==> config.mk <==
export PLATFORM = sky130hd
export DESIGN_NAME = gpio_chg_port
export DESIGN_NICKNAME = d
export VERILOG_FILES = /design/src/rtl/gpio_chg_pkg.sv /design/src/rtl/gpio_chg_sync.sv /design/src/rtl/gpio_chg_regs.sv /design/src/rtl/gpio_chg_irq.sv /design/src/rtl/gpio_chg_port.sv
export SDC_FILE = /design/constraint.sdc
export NUM_CORES = 1
export LEC_CHECK = 0
export ABC_AREA = 1
export BUFFER_PORTS_ARGS = -buffer_cell sky130_fd_sc_hd__buf_2
export CORE_MARGIN = 5
export CORE_UTILIZATION = 45
export DETAILED_ROUTE_END_ITERATION = 8
export PLACE_DENSITY = 0.77
export SYNTH_ARGS = -nofsm -noshare
export SYNTH_HDL_FRONTEND = slang
export SYNTH_SLANG_ARGS = --single-unit
==> constraint.sdc <==
create_clock -name clk -period 0.95 [get_ports clk]
set_input_delay 0.19 -clock clk [delete_from_list [all_inputs] [get_ports clk]]
set_output_delay 0.19 -clock clk [all_outputs]
set_load 0.005 [all_outputs]
==> src/rtl/gpio_chg_pkg.sv <==
package gpio_chg_pkg;

    localparam int ADDR_W = 3;

    typedef enum logic [ADDR_W-1:0] {
        REG_DATA = 3'd0,
        REG_IE   = 3'd1,
        REG_MODE = 3'd2,
        REG_BYP  = 3'd3,
        REG_DRV0 = 3'd4,
        REG_DRV1 = 3'd5,
        REG_MASK = 3'd6,
        REG_NONE = 3'd7
    } reg_sel_e;

endpackage

==> src/rtl/gpio_chg_sync.sv <==
module gpio_chg_sync #(
    parameter int NPINS   = 8,
    parameter int NSTAGES = 2
) (
    input  logic             clk,
    input  logic             rst_n,
    input  logic [NPINS-1:0] pin_in,
    output logic [NPINS-1:0] pin_sync
);

    localparam int LAST = NSTAGES - 1;

    logic [NPINS-1:0] stage_d [NSTAGES];
    logic [NPINS-1:0] stage_q [NSTAGES];

    always_comb begin
        stage_d[0] = pin_in;
        for (int s = 1; s < NSTAGES; s++) begin
            stage_d[s] = stage_q[s-1];
        end
    end

    generate
        for (genvar s = 0; s < NSTAGES; s++) begin : g_stage
            always_ff @(posedge clk or negedge rst_n) begin
                if (!rst_n) stage_q[s] <= '0;
                else        stage_q[s] <= stage_d[s];
            end
        end
    endgenerate

    assign pin_sync = stage_q[LAST];

    AST_SYNC_SHIFT: assert property (@(posedge clk) disable iff (!rst_n)
        pin_sync == $past(stage_q[LAST-1]));

endmodule

==> src/rtl/gpio_chg_regs.sv <==
module gpio_chg_regs
    import gpio_chg_pkg::*;
#(
    parameter int NPINS = 8
) (
    input  logic              clk,
    input  logic              rst_n,
    input  logic              wr_en,
    input  logic [ADDR_W-1:0] wr_addr,
    input  logic [NPINS-1:0]  wr_data,
    output logic [NPINS-1:0]  data_o,
    output logic [NPINS-1:0]  ie_o,
    output logic [NPINS-1:0]  mode_o,
    output logic [NPINS-1:0]  ubyp_o,
    output logic [NPINS-1:0]  drv0_o,
    output logic [NPINS-1:0]  drv1_o,
    output logic              mask_o
);

    typedef struct packed {
        logic [NPINS-1:0] data;
        logic [NPINS-1:0] ie;
        logic [NPINS-1:0] mode;
        logic [NPINS-1:0] ubyp;
        logic [NPINS-1:0] drv0;
        logic [NPINS-1:0] drv1;
        logic             mask;
    } regs_t;

    regs_t regs_d, regs_q;

    always_comb begin
        regs_d = regs_q;
        if (wr_en) begin
            unique case (reg_sel_e'(wr_addr))
                REG_DATA: regs_d.data = wr_data;
                REG_IE:   regs_d.ie   = wr_data;
                REG_MODE: regs_d.mode = wr_data;
                REG_BYP:  regs_d.ubyp = wr_data;
                REG_DRV0: regs_d.drv0 = wr_data;
                REG_DRV1: regs_d.drv1 = wr_data;
                REG_MASK: regs_d.mask = wr_data[0];
                default:  ;
            endcase
        end
    end

    always_ff @(posedge clk or negedge rst_n) begin
        if (!rst_n) regs_q <= '0;
        else        regs_q <= regs_d;
    end

    assign data_o = regs_q.data;
    assign ie_o   = regs_q.ie;
    assign mode_o = regs_q.mode;
    assign ubyp_o = regs_q.ubyp;
    assign drv0_o = regs_q.drv0;
    assign drv1_o = regs_q.drv1;
    assign mask_o = regs_q.mask;

    AST_DATA_WRITE: assert property (@(posedge clk) disable iff (!rst_n)
        (wr_en && wr_addr == REG_DATA) |=> (data_o == $past(wr_data)));
    AST_IDLE_HOLD: assert property (@(posedge clk) disable iff (!rst_n)
        (!wr_en || wr_addr == REG_NONE) |=> $stable(regs_q));

endmodule

==> src/rtl/gpio_chg_irq.sv <==
module gpio_chg_irq #(
    parameter int NPINS = 8
) (
    input  logic             clk,
    input  logic             rst_n,
    input  logic [NPINS-1:0] pin_sync,
    input  logic [NPINS-1:0] ie,
    input  logic [NPINS-1:0] mode,
    input  logic             rd_stb,
    output logic [NPINS-1:0] req_o
);

    logic [NPINS-1:0] snap_d, snap_q;

    always_comb begin
        snap_d = rd_stb ? pin_sync : snap_q;
    end

    always_ff @(posedge clk or negedge rst_n) begin
        if (!rst_n) snap_q <= '0;
        else        snap_q <= snap_d;
    end

    generate
        for (genvar i = 0; i < NPINS; i++) begin : g_pin
            always_comb begin
                if (!ie[i])       req_o[i] = 1'b0;
                else if (mode[i]) req_o[i] = pin_sync[i] ^ snap_q[i];
                else              req_o[i] = ~pin_sync[i];
            end
        end
    endgenerate

    AST_SNAP_LOAD: assert property (@(posedge clk) disable iff (!rst_n)
        rd_stb |=> (snap_q == $past(pin_sync)));
    AST_SNAP_HOLD: assert property (@(posedge clk) disable iff (!rst_n)
        !rd_stb |=> $stable(snap_q));

endmodule

==> src/rtl/gpio_chg_port.sv <==
module gpio_chg_port
    import gpio_chg_pkg::*;
#(
    parameter int NPINS   = 8,
    parameter int NSTAGES = 2
) (
    input  logic              clk,
    input  logic              rst_n,
    input  logic [NPINS-1:0]  pin_in,
    input  logic [NPINS-1:0]  periph_in,
    input  logic [NPINS-1:0]  serial_en,
    input  logic              gie,
    input  logic              wr_en,
    input  logic [ADDR_W-1:0] wr_addr,
    input  logic [NPINS-1:0]  wr_data,
    input  logic              port_rd,
    output logic [NPINS-1:0]  port_rd_data,
    output logic [NPINS-1:0]  pin_out,
    output logic [NPINS-1:0]  drv_sel0,
    output logic [NPINS-1:0]  drv_sel1,
    output logic              port_irq
);

    logic [NPINS-1:0] sync_w, data_w, ie_w, mode_w, ubyp_w, req_w, byp_w;
    logic             mask_w;

    gpio_chg_sync #(.NPINS(NPINS), .NSTAGES(NSTAGES)) u_sync (
        .clk      (clk),
        .rst_n    (rst_n),
        .pin_in   (pin_in),
        .pin_sync (sync_w)
    );

    gpio_chg_regs #(.NPINS(NPINS)) u_regs (
        .clk     (clk),
        .rst_n   (rst_n),
        .wr_en   (wr_en),
        .wr_addr (wr_addr),
        .wr_data (wr_data),
        .data_o  (data_w),
        .ie_o    (ie_w),
        .mode_o  (mode_w),
        .ubyp_o  (ubyp_w),
        .drv0_o  (drv_sel0),
        .drv1_o  (drv_sel1),
        .mask_o  (mask_w)
    );

    gpio_chg_irq #(.NPINS(NPINS)) u_irq (
        .clk      (clk),
        .rst_n    (rst_n),
        .pin_sync (sync_w),
        .ie       (ie_w),
        .mode     (mode_w),
        .rd_stb   (port_rd),
        .req_o    (req_w)
    );

    assign byp_w = serial_en | ubyp_w;

    generate
        for (genvar i = 0; i < NPINS; i++) begin : g_out
            assign pin_out[i] = byp_w[i] ? periph_in[i] : data_w[i];
        end
    endgenerate

    assign port_rd_data = sync_w;
    assign port_irq     = gie & mask_w & (|req_w);

    AST_IRQ_GATED: assert property (@(posedge clk) disable iff (!rst_n)
        port_irq |-> (gie && mask_w));
    AST_DISABLED_QUIET: assert property (@(posedge clk) disable iff (!rst_n)
        (ie_w == '0) |-> !port_irq);
    AST_LOW_LEVEL: assert property (@(posedge clk) disable iff (!rst_n)
        (gie && mask_w && |(ie_w & ~mode_w & ~sync_w)) |-> port_irq);

endmodule

==> flow_results.org, run 1 <==
** Outcome
- The flow ran to the end, but the final reports show violations.
- The checks that failed: negative setup slack.

** Placed design
- The placed instances occupy a cell area of roughly 3600 sq um.
- Prior to clock tree synthesis, the placed netlist has a worst setup slack of -0.234 ns.
- Routability-driven placement finished with a final weighted congestion of slightly above 0.8.
- Count of buffers inserted at the top-level ports :: a little over 70
- Once placement completed, the tool counted placed cells totaling 440.
- Half-perimeter wire length after detailed placement :: roughly 4500 microns

** Layout
- The repair_antennas step left the layout with diodes totalling 0.
- Number of cells in the finished layout apart from fillers :: around 490
- Final Net Count :: 444
- Synth-to-layout area growth :: 39.7%
- Final instance area :: roughly 4200 sq um
- Share of cells above drive strength 1 :: between 40% and 50%

** Detailed routing
- Count of antenna-violating nets left after detailed routing :: 0
- Number of detailed-routing iterations run before antenna repair :: 4
- Routed signal wires occupy layers up through met4.
- In the routed design, unresolved DRC markers number 0.
- Routed length on met2 :: 3580 microns
- Dividing the detail-routed wire length by the instance count gives 13.8 microns.
- Across all layers, the routed design uses 2,344 vias.
- In this run, the number of DRC markers left after iteration 0 of detailed routing was 72.
- After detailed routing, the wire length on met1 is ~2600 microns.
- Wire segments on met3 add up to ~420 microns in the final route.
- Wire length reported by the detailed router :: about 6700 microns
- Avg Vias per Cell :: 4.82

** Clock tree
- Counting the buffers created by CTS gives 9.
- TritonCTS built the clock tree.
- In this run the number of H-tree levels came out at 3.
- The tree is rooted in a sky130_fd_sc_hd__clkbuf_8.
- Clk sink count :: 73
- Clk_lat worst skew :: roughly 0.34 ns
- After clock tree synthesis, the clock-pin slew on the worst setup and hold paths is about 0.07 ns.
- In this run the deepest clock path goes through 2 buffers.

** Logic synthesis
- After synthesis, flip-flops and latches occupy approximately three fifths of the total area.
- After technology mapping, the gate count stands at 283.
- Count of distinct cell types in the synthesized netlist :: 19
- During synthesis, Yosys emitted a total of 0 warnings.
- Net count after synthesis :: 323
- After synthesis the netlist holds a flip-flop and latch count of 73.
- In this run the mean area of a mapped cell was ~11 sq um.
- Area of the mapped netlist :: a little under 3000 sq um

** STA
- After layout, the worst path uses 163% of the clock period.
- The number of max-slew violations in the final report came to 0.
- Slew headroom :: between 70 and 80%
- Crit path time final :: between 1.5 and 2 ns
- Setup repair after global routing could not meet its margin everywhere.
- Sum of negative setup slack :: -7.69 ns
- At the pin with the least slew margin, the transition time is 0.323 ns.
- Setup violations remaining at the end of the flow were counted as 33.
- Number of hold-slack violations in the final timing report :: 0
- Once routing completed, OpenROAD measured the worst setup slack at -0.601 ns.
- Timing would allow up to about 640 MHz.
- For the final database, setup skew stands at between 0.001 and 0.0015 ns.

** Global route
- Global routing consumed, over all layers together, approximately 17% of the routing resources.
- The first global-routing pass estimated ~11,000 microns of wire.
- Total gr overflow :: 0
- Entering global routing, the biggest net connects 48 pins.
- The number of global-route vias before repair came to about 2,400.
- Number of antenna violations at the first check in global routing :: 0

** Floorplanning
- For this design the top-level I/O count stands at 73.
- The floorplan step defined a die boundary enclosing 8350 sq um.
- The floorplan has 29 rows.
- Core region area :: 6390 sq um
- Vertical extent of the die :: around 91 microns
- Horizontal die dimension :: about 90 microns
- Once the floorplan was initialized, standard cells occupied 46.6% of the core.

** Pwr
- The internal portion of the total power is about 5900 uW.
- Net Sw Power :: 2120 uW
- In this run, the clock network consumes between 30% and 40% of the power.
- Maximum resistive drop on vdd :: about 1.2 mV
- Sequential group share of total power :: 47.8%
- The analysis attributes to cell leakage a power of 0.00214 uW.
- Proportion of power drawn by combinational gates :: 21.3%
- Total power after layout :: roughly 8100 uW
- Power spread over the standard cell area amounts to about 1900 nW/um^2.
- Switching share of power :: between 20% and 30%

** Critical path
- The worst setup path is of the flop to primary output kind.
- Worst Path Required :: around 0.76 ns
- The worst setup path is captured at a primary output.
- Biggest fanout along the worst timing path :: 3
- Critical path arrival :: 1.36 ns
- STA classifies the critical path startpoint as a flop.

** Job
- The tool flagged a number of max-cap violations equal to 0.

** Hold path
- The worst hold path belongs to the class input pin to flop.
power by group through the flow:
stage               clock [uW]  sequential, uW  combinational, uW
floorplan                    0            3840                795
global placement             0            3870               1310
detailed placement           0            3890               1360
CTS                       2530            3840               1580
global route              2670            3900               1930
finish                    2500            3850               1720
layout by cell type (no fill, tap or decap), drive strengths merged:
| master | instances |
|---|---|
| nand2 | 83 |
| dlygate4sd3 | 9 |
| buf | 108 |
| inv | 22 |
| o21ai | 56 |
| bufinv | 1 |
| a21oi | 2 |
| nand3 | 11 |
| mux2 | 8 |
| clkinv | 1 |
| nand3b | 6 |
| a31oi | 1 |
| nor2 | 14 |
| clkbuf | 14 |
| dfrtp | 73 |
through the flow:
step                hold WS [ns]  utilization, %
floorplan                 -0.106               -
global placement           0.178            55.9
detailed placement         0.186            55.9
CTS                        0.216            63.3
global route               0.225            65.2
finish                     0.217            65.2
critical path: stages, from the launching register on:
cell and delay (ns):
sky130_fd_sc_hd__dfrtp_1 0.41, sky130_fd_sc_hd__nand3b_1 0.17, sky130_fd_sc_hd__nand3_1 0.07, sky130_fd_sc_hd__nand2_1 0.06, sky130_fd_sc_hd__nor2_2 0.13, sky130_fd_sc_hd__a21oi_2 0.07
sky130_fd_sc_hd__buf_2 0.12
flip-flops by register name, indices dropped and copies added, names as in the netlist:
register	flops
u_sync.stage_d	8
u_regs.data_o	8
u_regs.mode_o	8
u_regs.ubyp_o	8
u_regs.drv0_o	8
u_regs.drv1_o	8
u_sync.pin_sync	8
u_regs.ie_o	8
u_regs.mask_o	1
u_irq.snap_q	8
kinds of logic after synthesis:
group | synth area share (%)
AO/OA/AOI/OAI | 13.7
buffers and inverters | 5.17
flip-flops | 61.3
multiplexers | 3.02
AND/OR/NAND/NOR | 16.8
repair_timing:
item,in CTS,in global routing
buffers inserted,10,13
endpoints found under the hold margin,81,0
resized for setup,21,16
pin swaps,4,5
setup endpoints to repair,33,33
hold buffers,9,0
path summary, 6_finish.rpt:
kind / startpoint / to / slack (ns) / depth (start not counted)
setup / recovery: u_sync.pin_sync[5] / port_irq / -0.60 / 6
hold / removal: wr_data[7] / u_regs.ubyp_o[7] / 0.22 / 3
setup reg to reg: u_sync.pin_sync[6] / u_irq.snap_q[6] / 0.04 / 4
hold reg to reg: u_sync.stage_d[7] / u_sync.pin_sync[7] / 0.35 / 0
max in group asynchronous: rst_n / u_regs.drv1_o[3] / 0.28 / 3
min in group asynchronous: rst_n / u_irq.snap_q[6] / 0.37 / 3
synthesized netlist by cell type, drive strengths merged:
| master | number | share of area [%] |
|---|---|---|
| nand3b | 6 | 1.5 |
| inv | 22 | 2.8 |
| clkbuf | 1 | 0.13 |
| mux2 | 8 | 3.0 |
| a21oi | 2 | 0.34 |
| o21ai | 56 | 13 |
| buf | 6 | 2.3 |
| nor2 | 14 | 2.2 |
| dfrtp | 73 | 61 |
| a31oi | 1 | 0.21 |
| nand3 | 11 | 2.0 |
| nand2 | 83 | 11 |
area by class of cell:
cell class | count | area (sq um)
Tap cell | 77 | 96.3
Fill cell | 523 | 2220
Clock buffer | 14 | 173
Sequential cell | 73 | 1830
Clock inverter | 2 | 35.0
Timing Repair Buffer | 117 | 892
Inverter | 22 | 82.6
Multi-Input combinational cell | 181 | 1060
per-layer routing:
metal / global-route usage, % / vias up
met1: 18.9 / 1115
met5: 0 / -
met2: 29.1 / 55
met4: 5.87 / 0
met3: 5.79 / 11
li1: - / 1163
No activity file was read; power rests on OpenSTA's default activity.
==> run 2: changes to the inputs <==
--- a/config.mk
+++ b/config.mk
@@ -8,9 +8,10 @@
 export ABC_AREA = 1
 export BUFFER_PORTS_ARGS = -buffer_cell sky130_fd_sc_hd__buf_2
 export CORE_MARGIN = 5
-export CORE_UTILIZATION = 45
+export CORE_UTILIZATION = 47
 export DETAILED_ROUTE_END_ITERATION = 8
-export PLACE_DENSITY = 0.77
+export PLACE_DENSITY = 0.79
+export SKIP_LAST_GASP = 1
 export SYNTH_ARGS = -nofsm -noshare
 export SYNTH_HDL_FRONTEND = slang
 export SYNTH_SLANG_ARGS = --single-unit
==> run 2 against run 1 <==
  * The flow still finishes with violations (negative setup slack)
  * Critical path depth did not move
  * Combinational power fell by 6%
  * Count of clock-buffer cells in the layout did not move
  * Routed wire length fell by 4.9%
  * Global-route usage rose by 0.27 points
  * First-iteration DRC count rose by 22%
  * Largest cell class unchanged
==> flow_results.org, run 2 (synthesized netlist as in run 1, its figures left out) <==
** Outcome
- Outcome :: finished, violations left
- The final reports fail on negative setup slack.

** Floorplanning
- Vertical extent of the die :: 89.6 microns (-1.9%)
- The floorplan row count was 29 (unchanged).
- Horizontal die dimension :: 89.6 microns (-1.9%)
- The placeable core area was 6240 sq um (-2.3%).
- The number of I/O pins came to 73 (unchanged).
- Area of the die :: 8030 sq um (-3.8%)
- The effective utilization at floorplan came to 47.7% (+1.1 points).

** Global route
- Total gr overflow :: 0 (unchanged)
- The number of global-route vias before repair was 2,234 (-8.0%).
- Number of antenna violations at the first check in global routing :: 0 (unchanged)
- The first-pass GRT wire length is 10,400 microns (-7.6%).
- Largest net degree at the start of global routing :: 74 (+54%)
- The overall global routing resource usage was 16.9% (+0.27 points).

** STA
- The share of the clock period used by the worst path after layout was 169% (+5.9 points).
- Worst Setup Slack, final :: -0.657 ns (-0.0561 ns)
- Max Slew Vio Count :: 0 (unchanged)
- Crit path time final :: 1.61 ns (+0.0561 ns)
- The number of failing hold endpoints at the final stage was 0 (unchanged).
- The total setup violations reported at the end of the flow is 33 (unchanged).
- Slew headroom :: 74.0% (-4.4 points)
- Maximum clock skew at final layout :: 0.00311 ns (+0.00161 ns)
- Worst slew pin tran :: 0.389 ns (+0.0660 ns)
- FMAX :: 622 MHz (-3.5%)
- Setup repair after global routing could not meet its margin everywhere.
- Post-Route Hold Slack :: 0.221 ns (+0.00426 ns)
- The setup TNS after final layout was -7.70 ns (-0.0152 ns).

** Placed design
- The HPWL reported at the end of detailed placement was 4440 microns (-1.5%).
- Cell count after placement :: 441 (+0.23%)
- Last weighted congestion value of the routability-driven placer :: 0.804 (-0.36%)
- The number of buffer cells added on primary ports came to 72 (unchanged).
- The post-placement worst setup slack came to -0.248 ns (-0.0137 ns).

** Detailed routing
- The total DRC errors in the routed layout came to 0 (unchanged).
- Avg Vias per Cell :: 4.81 (-0.18%)
- Wire length reported by the detailed router :: 6360 microns (-4.9%)
- The final routed wire length divided by cell count was 13.3 microns (-3.5%).
- The via total after detailed routing is 2,306 (-1.6%).
- Number of detailed-routing iterations run before antenna repair :: 4 (unchanged)
- Count of antenna-violating nets left after detailed routing :: 0 (unchanged)
- Initial drt markers :: 88 (+22%)

** Layout
- In the layout the commonest cells are sky130_fd_sc_hd__nand2_1 (73), sky130_fd_sc_hd__dfrtp_1 (73), sky130_fd_sc_hd__buf_2 (63).
- Synth-to-layout area growth :: 36.3%
- The share of post-route cells with drive strength above 1 was 45.0% (-0.94 points).
- Fill count :: 484 (-7.5%)
- Final antenna diode count :: 0 (unchanged)
- The number of nets in the layout came to 439 (-1.1%).
- Number of cells in the finished layout apart from fillers :: 479 (-1.4%)

** Critical path
- Biggest fanout along the worst timing path :: 3 (unchanged)
- Critical path cell sequence :: nand3b_1 -> nand3_2 -> nand2_2 -> nor2_2 -> a21oi_2 -> buf_2
- Worst Reg2Reg Path Length in Cells :: 4 (unchanged)
- On the critical path, the stage with the largest delay is an instance of sky130_fd_sc_hd__dfrtp_1.
- Startpoint Class :: flop
- The required time reported for the critical path endpoint came to 0.76 ns (about the same).
- The worst setup path is of the flop to primary output kind.
- Largest stage delay on the critical path :: 0.41 ns (about the same)
- Worst setup EP type :: primary output
- Critical path arrival :: 1.42 ns (+0.06 ns)

** Clock tree
- The clock slew seen by the registers of the worst setup and hold paths is 0.07 ns (about the same).
- The number of clock buffers inserted by TritonCTS is 9 (unchanged).
- Clk sink count :: 73 (unchanged)
- The latest clock arrival within the worst-skew pair is 0.34 ns (about the same).
- Maximum buffer depth of the clock tree :: 2 (unchanged)
- The count of H-tree levels built during CTS was 3 (unchanged).
- TritonCTS built the clock tree.
- The tree is rooted in a sky130_fd_sc_hd__clkbuf_8.

** Hold path
- Worst hold path cell count :: 3 (unchanged)
- Path class of the lowest-slack min-delay path :: input pin to flop

** Pwr
- Power per standard cell area :: 1860 nW/um^2 (-4.3%)
- The leakage component of the power is 0.00208 uW (-2.6%).
- The worst IR drop on VDD is 1.03 mV (-14%).

** Job
- The number of max-capacitance violations reported came to 0 (unchanged).
-- run 2: path summary, 6_finish.rpt --
kind                            slack, ns                from                 end
max in group asynchronous            0.24               rst_n    u_regs.data_o[5]
worst max register to register       0.02  u_sync.pin_sync[0]     u_irq.snap_q[0]
worst min register to register       0.35   u_sync.stage_d[6]  u_sync.pin_sync[6]
worst max-delay path                -0.66  u_sync.pin_sync[0]            port_irq
min in group asynchronous            0.39               rst_n   u_sync.stage_d[5]
worst min-delay path                 0.22          wr_data[7]    u_regs.drv1_o[7]
-- run 2: per-stage QoR --
stage          utilization (%)  power [uW]  instance area, sq um
6_report                  65.1        7530                  4060
5_1_grt                   65.1        7960                  4060
4_1_cts                   63.1        7450                  3940
3_5_place_dp              57.4        5260                  3580
3_3_place_gp              57.4        5180                  3580
2_1_floorplan                -        4630                  3010
-- run 2: area by class of cell --
cell class / count / area [sq um] / area share, %
timing repair buffer: 112 / 825 / 20.3
inverter: 22 / 82.6 / 2.03
sequential: 73 / 1830 / 45.0
clock buffer: 14 / 163 / 4.01
multi-input combinational: 181 / 1070 / 26.3
tap: 77 / 96.3 / 2.37
-- run 2: metal layers --
metal | track usage (%) | vias to the layer above | share of wire (%)
met5 | 0 | - | 0
met4 | 6.90 | 0 | 1.8
met3 | 3.65 | 9 | 5.2
met2 | 28.0 | 44 | 52
met1 | 21.7 | 1102 | 41
li1 | - | 1151 | -
-- run 2: repair_timing --
item | CTS | global route
hold buffers | 9 | 0
endpoints found under the setup margin | 33 | 33
resized for setup | 15 | 18
buffers inserted | 5 | 13
endpoints found under the hold margin | 81 | 0
cloned | 0 | 0
pin swaps | 2 | 6
-- run 2: critical path, delay by kind of cell, from the launching register on --
| kind | cells | cell delay, ns |
|---|---|---|
| DFF | 1 | 0.41 |
| and+or+nand+nor | 4 | 0.48 |
| buffers and inverters | 1 | 0.13 |
| AOI/OAI and AO/OA | 1 | 0.07 |
-- run 2: power by group --
group	total [uW]	switching, uW	internal [uW]	leakage [uW]
sequential	3860	290	3570	0.000899
clock	2070	1010	1070	0.0000826
combinational	1610	733	874	0.00110
==> run 3: changes to the inputs <==
--- a/config.mk
+++ b/config.mk
@@ -7,10 +7,9 @@
 export LEC_CHECK = 0
 export ABC_AREA = 1
 export BUFFER_PORTS_ARGS = -buffer_cell sky130_fd_sc_hd__buf_2
-export CORE_MARGIN = 5
-export CORE_UTILIZATION = 47
+export CORE_UTILIZATION = 50
 export DETAILED_ROUTE_END_ITERATION = 8
-export PLACE_DENSITY = 0.79
+export PLACE_DENSITY = 0.8
 export SKIP_LAST_GASP = 1
 export SYNTH_ARGS = -nofsm -noshare
 export SYNTH_HDL_FRONTEND = slang
==> constraint.sdc (replaced) <==
create_clock -name clk -period 2.05 [get_ports clk]
set_input_delay 0.41 -clock clk [delete_from_list [all_inputs] [get_ports clk]]
set_output_delay 0.41 -clock clk [all_outputs]
set_load 0.005 [all_outputs]
==> run 3 against run 2 <==
  * The flow now finishes without violations
  * Critical path depth increased by 1
  * Non-clock buffer count decreased by 39
  * Critical endpoint unchanged
  * Setup slack improved by 0.87 ns
  * Clock skew increased by 0.0038 ns
  * Register-to-register slack improved by 1.3 ns
  * Largest cell class unchanged
==> flow_results.org, run 3 (synthesized netlist as in run 1, its figures left out) <==
** Critical path
- Biggest fanout along the worst timing path :: 4 (+1)
- Critical path cell sequence :: inv_1 -> nand3_1 -> nand3_1 -> nand2_1 -> nor2_1 -> a21oi_1 -> buf_2
- Following the worst setup path forward leads to its endpoint at port_irq.
- The endpoint identified for the worst register-to-register timing path is u_regs.mask_o.
- Most frequent cell on the critical path :: sky130_fd_sc_hd__nand3_1
- Worst setup EP type :: primary output
- Tracing the worst setup path back leads to its startpoint at u_sync.pin_sync[7].
- The buffering stage count on the worst path with inverters included was 2 (+1).
- Worst Reg2Reg Path Length in Cells :: 2 (-2)
- Type of the setup path with the least slack :: flop to primary output
- The register-to-register setup slack is 1.36 ns (+1.34 ns).
- Grouping stages by cell kind, the critical path spends the most delay in flip-flops.
- Critical path arrival :: 1.43 ns (about the same)
- The biggest cell delay along the critical path is 0.42 ns (about the same).
- Highest-delay cell along the critical path :: sky130_fd_sc_hd__dfrtp_1
- The number of logic stages on the critical path including buffering is 7 (+1).
- In this run the critical register-to-register path is launched from u_regs.mask_o.
- STA classifies the critical path startpoint as a flop.
- Worst Path Required :: 1.64 ns (+0.88 ns)

** Layout
- In the layout the commonest cells are sky130_fd_sc_hd__nand2_1 (76), sky130_fd_sc_hd__dfrtp_1 (73), sky130_fd_sc_hd__buf_2 (72).
- The share of post-route cells with drive strength above 1 is 37.8% (-7.2 points).
- Final instance area :: 3670 sq um (-9.6%)
- Synth-to-layout area growth :: 23.2%
- Final Net Count :: 400 (-8.9%)
- The antenna cell count is 0 (unchanged).
- Number of cells in the finished layout apart from fillers :: 437 (-8.8%)
- Most common library cell in the layout ignoring fill and taps :: sky130_fd_sc_hd__nand2_1

** Floorplanning
- Core region area :: 5610 sq um (-10%)
- The floorplan row count was 27 (-6.9%).
- # IOs :: 73 (unchanged)
- Horizontal die dimension :: 79.2 microns (-12%)
- Starting utilization of the core area :: 53.1% (+5.4 points)
- Area of the die :: 6270 sq um (-22%)
- The overall die height came to 79.2 microns (-12%).

** STA
- Slew headroom :: 73.2% (-0.82 points)
- The worst setup margin is 0.214 ns (+0.871 ns).
- Sum of negative setup slack :: 0 ns (+7.70 ns)
- Maximum clock skew at final layout :: 0.00689 ns (+0.00377 ns)
- Worst slew pin tran :: 0.400 ns (+0.0109 ns)
- Crit path time final :: between 1.5 and 2 ns
- Unrepaired setup endpoints after global routing :: false
- Derived from the worst setup path, the maximum achievable clock frequency is 545 MHz.
- The number of max-slew violations in the final report was 0 (unchanged).
- Final cycle utilization of the critical path :: approximately nine tenths
- The total setup violations reported at the end of the flow came to 0 (-100%).
- The number of failing hold endpoints at the final stage came to 0 (unchanged).

** Placed design
- Pre-CTS setup slack :: 0.561 ns (+0.809 ns)
- Count of buffers inserted at the top-level ports :: 72 (unchanged)
- Half-perimeter wire length after detailed placement :: 3900 microns (-12%)
- Last weighted congestion value of the routability-driven placer :: 0.765 (-4.9%)
- The number of placed instances with taps included is 421 (-4.5%).
- Standard cell area after detailed placement :: 3380 sq um (-5.6%)

** Global route
- First-pass GRT wire length :: 9400 microns (-9.3%)
- Total gr overflow :: 0 (unchanged)
- The overall global routing resource usage is 20.1% (+3.2 points).
- The number of global-route vias before repair was 2,067 (-7.5%).
- Number of antenna violations at the first check in global routing :: 0 (unchanged)
- The largest net degree at the start of global routing came to 74 (unchanged).

** Clock tree
- Clock root buffer :: sky130_fd_sc_hd__clkbuf_8
- Clock tree from TritonCTS :: yes
- Post-CTS repair timing setup buffer count :: 0 (-5)
- Quantity of hold-fixing buffers added after cts :: 0 (-9)
- The total of cells resized after clock tree synthesis came to 0 (-15).
- The count of H-tree levels built during CTS came to 3 (unchanged).
- The latest clock arrival within the worst-skew pair was 0.34 ns (about the same).
- Maximum buffer depth of the clock tree :: 2 (unchanged)
- Clk sink count :: 73 (unchanged)
- Clock buffer count from CTS :: 9 (unchanged)
- Clk slew on worst S/H paths :: 0.08 ns (about the same)

** Detailed routing
- Initial drt markers :: 128 (+45%)
- The post-detailed-route via-to-cell ratio was 4.91 (+2.0%).
- The final routed wire length divided by cell count was 12.7 microns (-4.0%).
- Number of detailed-routing iterations run before antenna repair :: 4 (unchanged)
- Total DRC errors in the routed layout :: 0 (unchanged)
- Count of antenna-violating nets left after detailed routing :: 0 (unchanged)
- Wire length reported by the detailed router :: 5570 microns (-12%)
- The via total after detailed routing is 2,145 (-7.0%).

** Pwr
- Power per standard cell area :: 1070 nW/um^2 (-42%)
- The leakage component of the power was 0.00188 uW (-9.7%).
- The worst IR drop on VDD was 0.711 mV (-31%).

** Outcome
- The run finished with clean final reports.

** Hold path
- Path class of the lowest-slack min-delay path :: input pin to async pin

** Job
- Number of max-cap violations :: 0 (unchanged)
==> run 3: layout make-up <==
type / instances / area [sq um]
well taps: 72 / 90.1
repair buffers: 73 / 380
clock buffers: 11 / 141
clock inverters: 5 / 150
flip-flops and latches: 73 / 1830
multi-input cells: 181 / 998
inverters: 22 / 82.6
fillers: 483 / 1940
==> run 3: worst min path at each step <==
stage / endpoint / slack, ns / cells past startpoint
after detailed placement: u_sync.pin_sync[2] / 0.33 / 0
after CTS: u_regs.mode_o[3] / 0.09 / 2
after floorplan: u_irq.snap_q[0] / 0.11 / 0
final: u_regs.ubyp_o[0] / 0.07 / 2
after global placement: u_sync.pin_sync[6] / 0.33 / 0
after global routing: u_regs.data_o[7] / 0.11 / 2
==> run 3: power by group <==
part / switching [uW] / total (uW) / internal (uW)
combinational: 296 / 566 / 270
sequential: 122 / 1770 / 1650
clock: 514 / 1600 / 1090
==> run 3: metal layers <==
layer  share of wire, %  vias to the layer above  routed length [microns]  GRT usage [%]
met5                  0                        -                        0              0
met4                1.7                        0                       92           9.27
met1                 44                     1025                     2440           25.0
met3                4.1                        7                      227           6.21
met2                 50                       36                     2810           32.2
li1                   -                     1077                        -              -
==> run 3: worst register-to-register path: stages (launching register included) <==
cell and delay (ns):
sky130_fd_sc_hd__dfrtp_1 0.39, sky130_fd_sc_hd__a21oi_1 0.12, sky130_fd_sc_hd__a31oi_1 0.06
==> run 3: stage by stage <==
stage	util, %	hold slack, ns	total power, uW
floorplan	-	0.114	2130
global placement	60.2	0.332	2340
detailed placement	60.2	0.335	2370
CTS	65.4	0.0947	3980
global route	65.4	0.114	4140
finish	65.4	0.0651	3940
